==> src/rtl/sat_alu_pkg.sv <==
package sat_alu_pkg;
    typedef enum logic [1:0] {
        OP_ADD  = 2'b00,
        OP_SUB  = 2'b01,
        OP_DADD = 2'b10,
        OP_DSUB = 2'b11
    } sat_op_e;
endpackage

==> src/rtl/sat_stage.sv <==
module sat_stage #(
    parameter int W = 32
) (
    input  logic [W-1:0] a_i,
    input  logic [W-1:0] b_i,
    input  logic         sub_i,
    output logic [W-1:0] y_o,
    output logic         clamp_o
);
    localparam logic [W-1:0] POS_MAX = {1'b0, {(W-1){1'b1}}};
    localparam logic [W-1:0] NEG_MIN = {1'b1, {(W-1){1'b0}}};

    logic [W-1:0] raw;
    logic         ovf;

    always_comb begin
        raw = sub_i ? (a_i - b_i) : (a_i + b_i);
        if (sub_i)
            ovf = (a_i[W-1] != b_i[W-1]) && (raw[W-1] != a_i[W-1]);
        else
            ovf = (a_i[W-1] == b_i[W-1]) && (raw[W-1] != a_i[W-1]);
        y_o     = ovf ? (a_i[W-1] ? NEG_MIN : POS_MAX) : raw;
        clamp_o = ovf;
    end
endmodule

==> src/rtl/sat_flag.sv <==
module sat_flag (
    input  logic clk,
    input  logic rst_n,
    input  logic we_i,
    input  logic wbit_i,
    input  logic set_i,
    output logic sat_o
);
    logic sat_q;

    always_ff @(posedge clk) begin
        if (!rst_n)
            sat_q <= 1'b0;
        else
            sat_q <= (we_i ? wbit_i : sat_q) | set_i;
    end

    assign sat_o = sat_q;


    no_arith_clear_chk: assert property (@(posedge clk) disable iff (!rst_n)
        $fell(sat_q) |-> $past(we_i));


    clamp_sets_chk: assert property (@(posedge clk) disable iff (!rst_n)
        set_i |=> sat_q);
endmodule

==> src/rtl/sat_alu.sv <==
module sat_alu #(
    parameter int W       = 32,
    parameter int SAT_BIT = 27
) (
    input  logic         clk,
    input  logic         rst_n,
    input  logic         valid_i,
    input  logic [1:0]   op_i,
    input  logic [W-1:0] opa_i,
    input  logic [W-1:0] opb_i,
    input  logic         stat_we_i,
    input  logic [W-1:0] stat_wdata_i,
    output logic [W-1:0] result_o,
    output logic         sat_o
);
    import sat_alu_pkg::*;

    localparam logic [W-1:0] POS_MAX = {1'b0, {(W-1){1'b1}}};
    localparam logic [W-1:0] NEG_MIN = {1'b1, {(W-1){1'b0}}};

    sat_op_e      op;
    logic         dbl_en, sub_en;
    logic [W-1:0] dbl_val, second_op, sum_val;
    logic         dbl_clamp, sum_clamp, any_clamp;
    logic [W-1:0] result_q;
    logic         unused_wbits;

    assign op = sat_op_e'(op_i);
    assign unused_wbits = ^{stat_wdata_i[W-1:SAT_BIT+1], stat_wdata_i[SAT_BIT-1:0]};

    always_comb begin
        unique case (op)
            OP_ADD:  begin dbl_en = 1'b0; sub_en = 1'b0; end
            OP_SUB:  begin dbl_en = 1'b0; sub_en = 1'b1; end
            OP_DADD: begin dbl_en = 1'b1; sub_en = 1'b0; end
            OP_DSUB: begin dbl_en = 1'b1; sub_en = 1'b1; end
            default: begin dbl_en = 1'b0; sub_en = 1'b0; end
        endcase
    end

    sat_stage #(.W(W)) u_dbl (
        .a_i(opb_i), .b_i(opb_i), .sub_i(1'b0),
        .y_o(dbl_val), .clamp_o(dbl_clamp)
    );

    assign second_op = dbl_en ? dbl_val : opb_i;

    sat_stage #(.W(W)) u_sum (
        .a_i(opa_i), .b_i(second_op), .sub_i(sub_en),
        .y_o(sum_val), .clamp_o(sum_clamp)
    );

    assign any_clamp = valid_i && (sum_clamp || (dbl_en && dbl_clamp));

    always_ff @(posedge clk) begin
        if (!rst_n)
            result_q <= '0;
        else if (valid_i)
            result_q <= sum_val;
    end

    sat_flag u_flag (
        .clk(clk), .rst_n(rst_n),
        .we_i(stat_we_i), .wbit_i(stat_wdata_i[SAT_BIT]),
        .set_i(any_clamp), .sat_o(sat_o)
    );

    assign result_o = result_q;


    result_hold_chk: assert property (@(posedge clk) disable iff (!rst_n)
        !$past(valid_i) |-> $stable(result_q));


    clamp_extreme_chk: assert property (@(posedge clk) disable iff (!rst_n)
        (valid_i && sum_clamp) |=> (result_q == POS_MAX || result_q == NEG_MIN));


    write_load_chk: assert property (@(posedge clk) disable iff (!rst_n)
        (stat_we_i && !valid_i) |=> (sat_o == $past(stat_wdata_i[SAT_BIT])));


    dbl_flag_chk: assert property (@(posedge clk) disable iff (!rst_n)
        (valid_i && dbl_en && dbl_clamp) |=> sat_o);
endmodule

==> config.mk <==
export PLATFORM = sky130hd
export DESIGN_NAME = sat_alu
export DESIGN_NICKNAME = d
export VERILOG_FILES = /design/src/rtl/sat_alu_pkg.sv /design/src/rtl/sat_stage.sv /design/src/rtl/sat_flag.sv /design/src/rtl/sat_alu.sv
export SDC_FILE = /design/constraint.sdc
export NUM_CORES = 1
export LEC_CHECK = 0
export BUFFER_PORTS_ARGS = -buffer_cell sky130_fd_sc_hd__buf_4
export CAP_MARGIN = 20
export CORE_ASPECT_RATIO = 0.5
export CORE_MARGIN = 2
export CORE_UTILIZATION = 53
export CTS_BUF_LIST = sky130_fd_sc_hd__clkbuf_8 sky130_fd_sc_hd__clkbuf_16
export CTS_CLUSTER_SIZE = 16
export DETAILED_ROUTE_END_ITERATION = 6
export PLACE_DENSITY = 0.91
export RECOVER_POWER = 50
export SLEW_MARGIN = 20
export SYNTH_ARGS = -nofsm -noshare
export SYNTH_HDL_FRONTEND = slang
export SYNTH_SLANG_ARGS = --single-unit
export TNS_END_PERCENT = 5
==> constraint.sdc <==
create_clock -name clk -period 5.9 [get_ports clk]
set_input_delay 0.59 -clock clk [delete_from_list [all_inputs] [get_ports clk]]
set_output_delay 0.59 -clock clk [all_outputs]
set_load 0.03 [all_outputs]
After elaboration in Yosys (flattened, before gate mapping) --
Index checks and enable logic that the tools add are counted. Widths: inputs -> output; s select.
Word-level totals: flip-flop bits (word level) 33, bits of input ports 102, output and inout port bits 33, word-level logic and storage cells 33
Operators by class: $add $sub $neg 3, eq/ne operators 7, multiplexer cells 10, bitwise logic cells 1, reduce and logical (&&, ||, !) cells 10
Operator list (number):
- $mux 32 | 6
- $add 32x32->32 | 2
- $sub 32x32->32 | 1
- $reduce_or 2->1 | 4
- $eq 2x2->1 const B | 2
- $logic_and 1x1->1 | 4
- $pmux 1 s2 | 2
- $ne 1x1->1 | 3
- $eq 2x1->1 const B | 1
- $logic_not 2->1 | 1
- $mux 1 | 2
- $eq 1x1->1 | 1
- $logic_or 1x1->1 | 1
- $or 1x1->1 | 1

Longest topological paths before layout --
Gate-level depths: netlist (run 1).
word-level depth 12, gate-level depth with buffers 24, gate-level depth less buffers 21

Hierarchy --
From an unflattened synthesis (run 1), not the netlist that was laid out.
Unflattened totals: cell total of the unflattened synthesis 941, area total of the unflattened synthesis 7226.9 sq um
By module, submodules not included:
- sat_stage at u_dbl | instances 1, cells an instance 394, area each 2742.6 sq um, seq. area each 0.0 sq um
- sat_stage at u_sum | instances 1, cells an instance 401, area each 2653.8 sq um, seq. area each 0.0 sq um
- sat_alu | instances 1, cells an instance 143, area each 1791.7 sq um, seq. area each 640.6 sq um
- sat_flag | instances 1, cells an instance 3, area each 38.8 sq um, seq. area each 20.0 sq um

Least setup slack after synthesis (run 1) --
Ideal clock, no wire load.
path kind input to register, from in opb_i[30], to reg u_flag.sat_q (netlist: u_flag.sat_o), setup time 120 ps, arrival 4982 ps, required time 5780 ps, setup slack 798 ps, stages 22, buffers on the path 1, path through inv_1 -> ha_1 -> clkbuf_1 -> nand2_1 -> o22a_1 -> o21ai_0 -> nand4_1 -> nor2_1 -> nand2_1 -> nor2_1 -> a21oi_1 -> xnor2_1 -> ha_1 -> nand4_1 -> or3_1 -> a211oi_1 -> nor2_1 -> o21ai_1 -> a311oi_1 -> xnor2_2 -> mux2_2 -> o31a_1
Between the ends: cells in the longest elaborated chain, start to end 12, elaborated cells on any way between the ends 17, those cells by class add/sub: 3; eq/ne: 4; mux: 4; bitwise: 1; reduce/logical: 5
RTL lines:
- from (decl) | line sat_alu.sv:10 | input logic [W-1:0] opb_i,
- $add 32x32->32 | line sat_stage.sv:17 | raw = sub_i ? (a_i - b_i) : (a_i + b_i);
- $ne 1x1->1
- $mux 32 | line sat_stage.sv:22 | y_o = ovf ? (a_i[W-1] ? NEG_MIN : POS_MAX) : raw;
- $mux 32 | line sat_alu.sv:46 | assign second_op = dbl_en ? dbl_val : opb_i;
- $add 32x32->32 or $sub 32x32->32 (tied branches) | line sat_stage.sv:17
- $mux 32 | line sat_stage.sv:17
- $ne 1x1->1 | line sat_stage.sv:19, sat_stage.sv:21
- $logic_and 1x1->1, on equally long branches | line sat_stage.sv:21, sat_stage.sv:19
- $mux 1 | line sat_stage.sv:18 | if (sub_i)
- $logic_or 1x1->1 (*) | line sat_alu.sv:53 | assign any_clamp = valid_i && (sum_clamp || (dbl_en && dbl_clamp));
- $logic_and 1x1->1 (*) | line sat_alu.sv:53
- $or 1x1->1 (*) | line sat_flag.sv:15 | sat_q <= (we_i ? wbit_i : sat_q) | set_i;
- to (signal assigned) | line sat_flag.sv:15
- to (decl) | line sat_flag.sv:9 | logic sat_q;
Mark *: on every way between the ends. The rest lies on a longest branch, timed or not. A chain may end at the register's enable or synchronous reset.

Worst setup path after layout (run 1) --
from in opb_i[30], to reg result_q[8] (netlist: result_o[8])
Between the ends: cells in the longest elaborated chain, start to end 10, elaborated cells on any way between the ends 14, those cells by class add/sub: 3; eq/ne: 4; mux: 5; reduce/logical: 2
RTL lines:
- $add 32x32->32 | line sat_stage.sv:17
- $ne 1x1->1
- $mux 32 | line sat_stage.sv:22
- $mux 32 (*) | line sat_alu.sv:46
- $add 32x32->32 or $sub 32x32->32 (tied branches) | line sat_stage.sv:17
- $mux 32 | line sat_stage.sv:17
- $ne 1x1->1 | line sat_stage.sv:19, sat_stage.sv:21
- $logic_and 1x1->1, on equally long branches | line sat_stage.sv:21, sat_stage.sv:19
- $mux 1 | line sat_stage.sv:18
- $mux 32 (*) | line sat_stage.sv:22
- to (signal assigned) | line sat_alu.sv:59 | result_q <= sum_val;
- to (decl) | line sat_alu.sv:25 | logic [W-1:0] result_q;
Marks and branches as above.

==> results of run 1 <==
[worst max-delay path, stage by stage]
cell and delay [ns]:
buf_4 0.11, inv_1 0.04, ha_1 0.34, buf_4 0.19, nor2b_1 0.28, nand2_1 0.14
buf_4 0.17, a211oi_1 0.37, and4bb_4 0.30, and4_1 0.27, o21a_1 0.18, nor3b_1 0.19
nor2_1 0.07, xnor2_1 0.18, ha_1 0.31, a21oi_1 0.15, nor2b_1 0.05, o21ai_0 0.17
o21ai_0 0.14, a311oi_2 0.35, xnor2_2 0.14, buf_12 0.16, a21oi_4 0.32, buf_4 0.31
a211oi_2 0.10
[placed cells by master (no fill, tap or decap), drive strengths merged, types with 3 or more instances in the layout]
master,instances
a31oi,18
and3,6
nor2b,7
o211ai,3
nor3,11
and3b,4
nand4,3
xnor2,40
nand2,36
ha,34
o21bai,8
o21ai,30
clkbuf,39
buf,85
and2,5
or2,6
mux2,3
nand3,11
dfxtp,33
o22ai,5
nor2,114
o21a,4
a21oi,67
a21o,16
nand2b,11
inv,16
a211oi,32
xor2,19
[kinds of logic (layout without fill, tap and decap cells)]
| family | after synthesis | in the layout |
|---|---|---|
| AOI/OAI and AO/OA | 204 | 204 |
| and+or+nand+nor | 224 | 224 |
| buffers and inverters | 44 | 140 |
| muxes | 5 | 5 |
| xor gates and xnor gates | 59 | 59 |
| DFF | 33 | 33 |
| adders and majority gates | 35 | 35 |
[synthesized netlist by cell type (7+ instances only)]
| cell type | count |
|---|---|
| inv_1 | 15 |
| dfxtp_1 | 33 |
| nand3_1 | 11 |
| a21o_1 | 16 |
| a21oi_1 | 66 |
| a211oi_1 | 10 |
| o21bai_1 | 8 |
| o21ai_0 | 28 |
| nor3_1 | 11 |
| nor2_1 | 114 |
| nand2b_1 | 11 |
| a31oi_1 | 14 |
| xnor2_1 | 39 |
| nand2_1 | 36 |
| ha_1 | 34 |
| a211oi_2 | 22 |
| clkbuf_1 | 15 |
| xor2_1 | 19 |
| nor2b_1 | 7 |
[power groups by stage]
| stage | logic, W | registers (W) | clock network [W] |
|---|---|---|---|
| floorplan | 0.000521 | 0.000359 | 0 |
| global route | 0.000906 | 0.000287 | 0.000263 |
| CTS | 0.000833 | 0.000284 | 0.000254 |
| detailed placement | 0.000823 | 0.000287 | 0 |
| global placement | 0.000805 | 0.000286 | 0 |
| finish | 0.000841 | 0.000283 | 0.000251 |
[metal layers]
| metal | up-vias | share of wire [%] |
|---|---|---|
| met2 | 258 | 41 |
| met5 | - | 0 |
| li1 | 2361 | - |
| met3 | 28 | 8.4 |
| met4 | 0 | 1.9 |
| met1 | 2164 | 49 |
[registers in the layout, indices dropped and copies added (netlist names)]
signal and cells:
result_o 32, u_flag.sat_o 1
[final timing paths]
kind / from / to / slack (ns) / depth (start not counted)
setup / recovery: opb_i[30] / result_o[8] / 0.40 / 25
hold / removal: result_o[3] / result_o[3] / 0.48 / 2
setup reg to reg: u_flag.sat_o / u_flag.sat_o / 4.95 / 2
hold reg to reg: result_o[3] / result_o[3] / 0.48 / 2
[repair_timing]
item / CTS / global route
setup buffers: 0 / 1
setup endpoints to repair: 0 / 22
endpoints found under the hold margin: 0 / 0
gates resized for setup: 0 / 3
[final cells by class]
class,instances,area share (%)
multi-input cells,527,66.3
repair buffers,118,14.9
flip-flops and latches,33,12.5
well taps,112,2.65
clock buffers,6,2.62
inverters,15,1.06
clock inverters,1,0.0709
[stage by stage]
step           util, %  total power, W  hold slack [ns]
3_3_place_gp      65.5         0.00109            0.473
4_1_cts           67.3         0.00137            0.483
2_1_floorplan        -        0.000879            0.596
6_report          66.2         0.00138            0.478
5_1_grt           66.2         0.00146            0.501
3_5_place_dp      65.5         0.00111            0.472
==> flow_summary.toml, run 1 <==
[yosys]
synth_simple_gate_area_share_pct = 23.5
synth_top_area_share_pct = 15.1
synth_xor_xnor_area_share_pct = 12.0
synth.area.top_cells = "dfxtp_1 15%, nor2_1 9.8%, ha_1 9.7%"
syn-num-nets = 741
synth_mux_area_share_pct = 1.23
syn_avg_cell_area_um2 = 7.24
synthArstFlopShare_pct = 0
synth_cell_types = 63
synth_compound_area_share_pct = 33.0
synth_area_leader_cell = "dfxtp_1"
synth_edf_count = 0
ys_seq_area_share_pct = 15.1
synth_area_um2 = 4370
yosysWarnings = 0
ys_ff_latch = 33
netlist_instances = 604
synth_top_family_by_area = "compound AO/OA/AOI/OAI gates"
synthAdderAreaFrac_pct = 10.2
ys.flop_type = "dfxtp_1"

[drt]
wl_per_cell_um = 15.9
drc = 0
firstDrtPassIters = 6
routed_wl_um = 12900
via_per_inst = 5.92
drtAntennaViolNets = 0
vias = 4811
drt_iter0_drc = 395

[global_routing]
antenna_found_initial = 0
overflow = 0
grt_max_degree = 45
track_usage_pct = 27.4
grtUsageMet1_pct = 39.6
met3_usage_pct = 4.22
grt_busiest_layer = "met2"
grt_pass1_vias = 4169
grt_first_pass_wirelength_um = 20000
grt_use_met2_pct = 42.6

[die]
rows = 23
die_width_um = 132
boundaryPins = 135
initial_core_util_pct = 54.6
die_y_um = 68.2
dieArea_um2 = 9030
core-area_um2 = 8000

[power]
p_leak_nw = 2.25
switchingPower_w = 0.000628
internal-power_w = 0.000748
power_frac_clock_pct = 18.3
pwr-share-seq_pct = 20.6
p_per_area_nw_per_um2 = 260
vdd_drop_max_uv = 141
p_sw_share_pct = 45.7
pwr-share-comb_pct = 61.1

[finish]
fillCellCount = 717
final_cells = 812
diodes = 0
multi_input_area_um2 = 3510
fin_nets = 837
syn_to_final_growth_pct = 21.2
layout-drive-gt1-share_pct = 18.9
post-route-cell-area_um2 = 5300
ff_latch_area_um2 = 661

[sta]
tns_ns = 0
max_slew_margin_pct = 61.3
rsz0062_at_grt = "false"
final_max_slew_viol_count = 0
worst_pin_slew_ns = 0.573
hold_viol_final = 0
fin_worst_skew_ns = 0
fin_crit_ns = 5.50
max_clock_freq_ghz = 0.182
fin_ws_ns = 0.404
setup_viol = 0
min_period_over_period_pct = 93.2

[critical_path]
cp-end-kind = "register"
cp_data_required_time_ns = 6.05
crit_arrival_ns = 5.65
worstPathMaxFanout = 13
path_class = "input port to register"
cp-start-kind = "input port"

[clock_network]
ctsHoldBuffers = 0
cts.path.max_buffers = 2
cts_tree = "done"
cts.sinks = 33
root_buffer = "clkbuf_16"
cts_buffers = 5
clk_latency_ns = 0.27
path_clk_slew_ns = 0.05
cts_max_level = 2

[placed_design]
place_area_um2 = 5240
dp.cells = 804
place_ws_ns = 0.0698
gp_congestion = 0.964
hpwlAfterDp_um = 10100
portBuffers = 103

[flow_run]
cap_viol_max_count = 0

[status]
status = "finished, final reports clean"

[min_path]
min_path_type = "register to register"
No activity file was read; power rests on OpenSTA's default activity.
==> run 2, diff against run 1 <==
- MAX_ROUTING_LAYER: default -> met4
==> flow_summary.toml, run 2 (same netlist as run 1, synthesis figures left out) <==
[global_routing]
grt_pass1_vias = 4173
met3_usage_pct = 4.81
antenna_found_initial = 0
grt_busiest_layer = "met2"
grtUsageMet1_pct = 38.9
grt_first_pass_wirelength_um = 19700
overflow = 0
grt_max_degree = 45
track_usage_pct = 27.8
grt_use_met2_pct = 42.0

[placed_design]
place_ws_ns = 0.138
portBuffers = 103
gp_congestion = 0.960
hpwlAfterDp_um = 10000
place_area_um2 = 5240
dp.cells = 802

[flow_run]
cap_viol_max_count = 0

[drt]
wl_per_cell_um = 15.6
drt_iter0_drc = 397
routed_wl_um = 12700
via_per_inst = 5.88
firstDrtPassIters = 5
drc = 0
drtAntennaViolNets = 0
vias = 4769

[finish]
largest_reg_flops = 32
fin_nets = 836
syn_to_final_growth_pct = 20.7
mostFrequentLayoutCell = "nor2_1"
post-route-cell-area_um2 = 5280
layout-drive-gt1-share_pct = 18.3
final_cells = 811
diodes = 0
most-common-layout-cells = "114 x nor2_1, 82 x buf_4, 66 x a21oi_1"

[sta]
hold_viol_final = 0
max_slew_margin_pct = 46.8
worst_pin_slew_ns = 0.789
min_period_over_period_pct = 94.0
fin_ws_ns = 0.354
setup_viol = 0
fin_worst_skew_ns = 0
whs_ns = 0.484
fin_crit_ns = 5.55
final_max_slew_viol_count = 0
max_clock_freq_ghz = 0.180
tns_ns = 0
rsz0062_at_grt = "false"

[clock_network]
cts.sinks = 33
cts_buffers = 5
clk_latency_ns = 0.27
cts_resized = 0
cts_tree = "done"
cts_max_level = 2
path_clk_slew_ns = 0.05
root_buffer = "clkbuf_16"
cts.path.max_buffers = 2

[status]
status = "finished, final reports clean"

[die]
initial_core_util_pct = 54.6
die_width_um = 132
rows = 23
dieArea_um2 = 9030
boundaryPins = 135
die_y_um = 68.2
core-area_um2 = 8000

[power]
p_per_area_nw_per_um2 = 260
vdd_drop_max_uv = 166
switchingPower_w = 0.000624
pwr-share-seq_pct = 20.7
p_leak_nw = 2.24
power_frac_clock_pct = 18.5
p_sw_share_pct = 45.6
pwr-share-comb_pct = 60.9
internal-power_w = 0.000745

[critical_path]
cp_data_required_time_ns = 6.06
path_delay_family = "simple AND/OR/NAND/NOR gates"
cp-end-kind = "register"
cp_slowest_stage_delay_ns = 0.39
path_class = "input port to register"
rrSetupSlack_ns = 4.94
crit_buf_inv = 6
cp_slowest_cell = "or3_1"
crit_arrival_ns = 5.70
cp.depth = 26
crit_top_cell = "buf_4"
rr_worst_depth = 2
worstPathMaxFanout = 22
cp-start-kind = "input port"

[min_path]
min_path_type = "register to register"
whs_path_depth = 2
## run 2: cell count changes in the layout (fill, tap and decap cells not counted)
| cell | delta |
|---|---|
| o21ai_1 | +1 |
| or2_1 | +1 |
| o21ai_2 | -1 |
| or2_4 | -1 |
| buf_4 | -1 |
| a311oi_2 | -1 |
| a311oi_1 | +1 |
## run 2: per-layer routing
layer	share of wire, %	vias to the layer above
li1	-	2361
met1	48	2172
met5	0	-
met2	42	224
met3	8.9	12
met4	1.0	0
## run 2: layout make-up
cell class,instances,area (um2)
tap,112,140
clock buffer,6,139
clock inverter,1,3.75
timing repair buffer,117,779
multi-input combinational,527,3500
sequential,33,661
fill,707,2730
inverter,15,56.3
## run 2: per-stage QoR
stage	power [W]	util [%]
global placement	0.00110	65.5
CTS	0.00137	67.3
floorplan	0.000879	-
finish	0.00137	65.9
global route	0.00145	65.9
detailed placement	0.00112	65.5
## run 2: timing repair
item | 4_1_cts | 5_1_grt
buffers inserted | 0 | 2
hold buffers | 0 | 0
hold endpoints to repair | 0 | 0
setup endpoints to repair | 0 | 1
## run 2: worst min-delay path, stage by stage (launching register included)
cell and delay (ns):
dfxtp_1 0.30, nor2_1 0.09, nor3_1 0.05
## run 2: final timing paths
kind | from | end
setup / recovery | opb_i[30] | result_o[5]
hold / removal | result_o[3] | result_o[3]
setup reg to reg | u_flag.sat_o | u_flag.sat_o
hold reg to reg | result_o[3] | result_o[3]
## run 2: power groups by stage
stage	clock network (W)	logic, W	registers, W
CTS	0.000253	0.000838	0.000283
floorplan	0	0.000521	0.000359
detailed placement	0	0.000829	0.000287
finish	0.000253	0.000833	0.000283
global route	0.000262	0.000898	0.000286
global placement	0	0.000811	0.000286
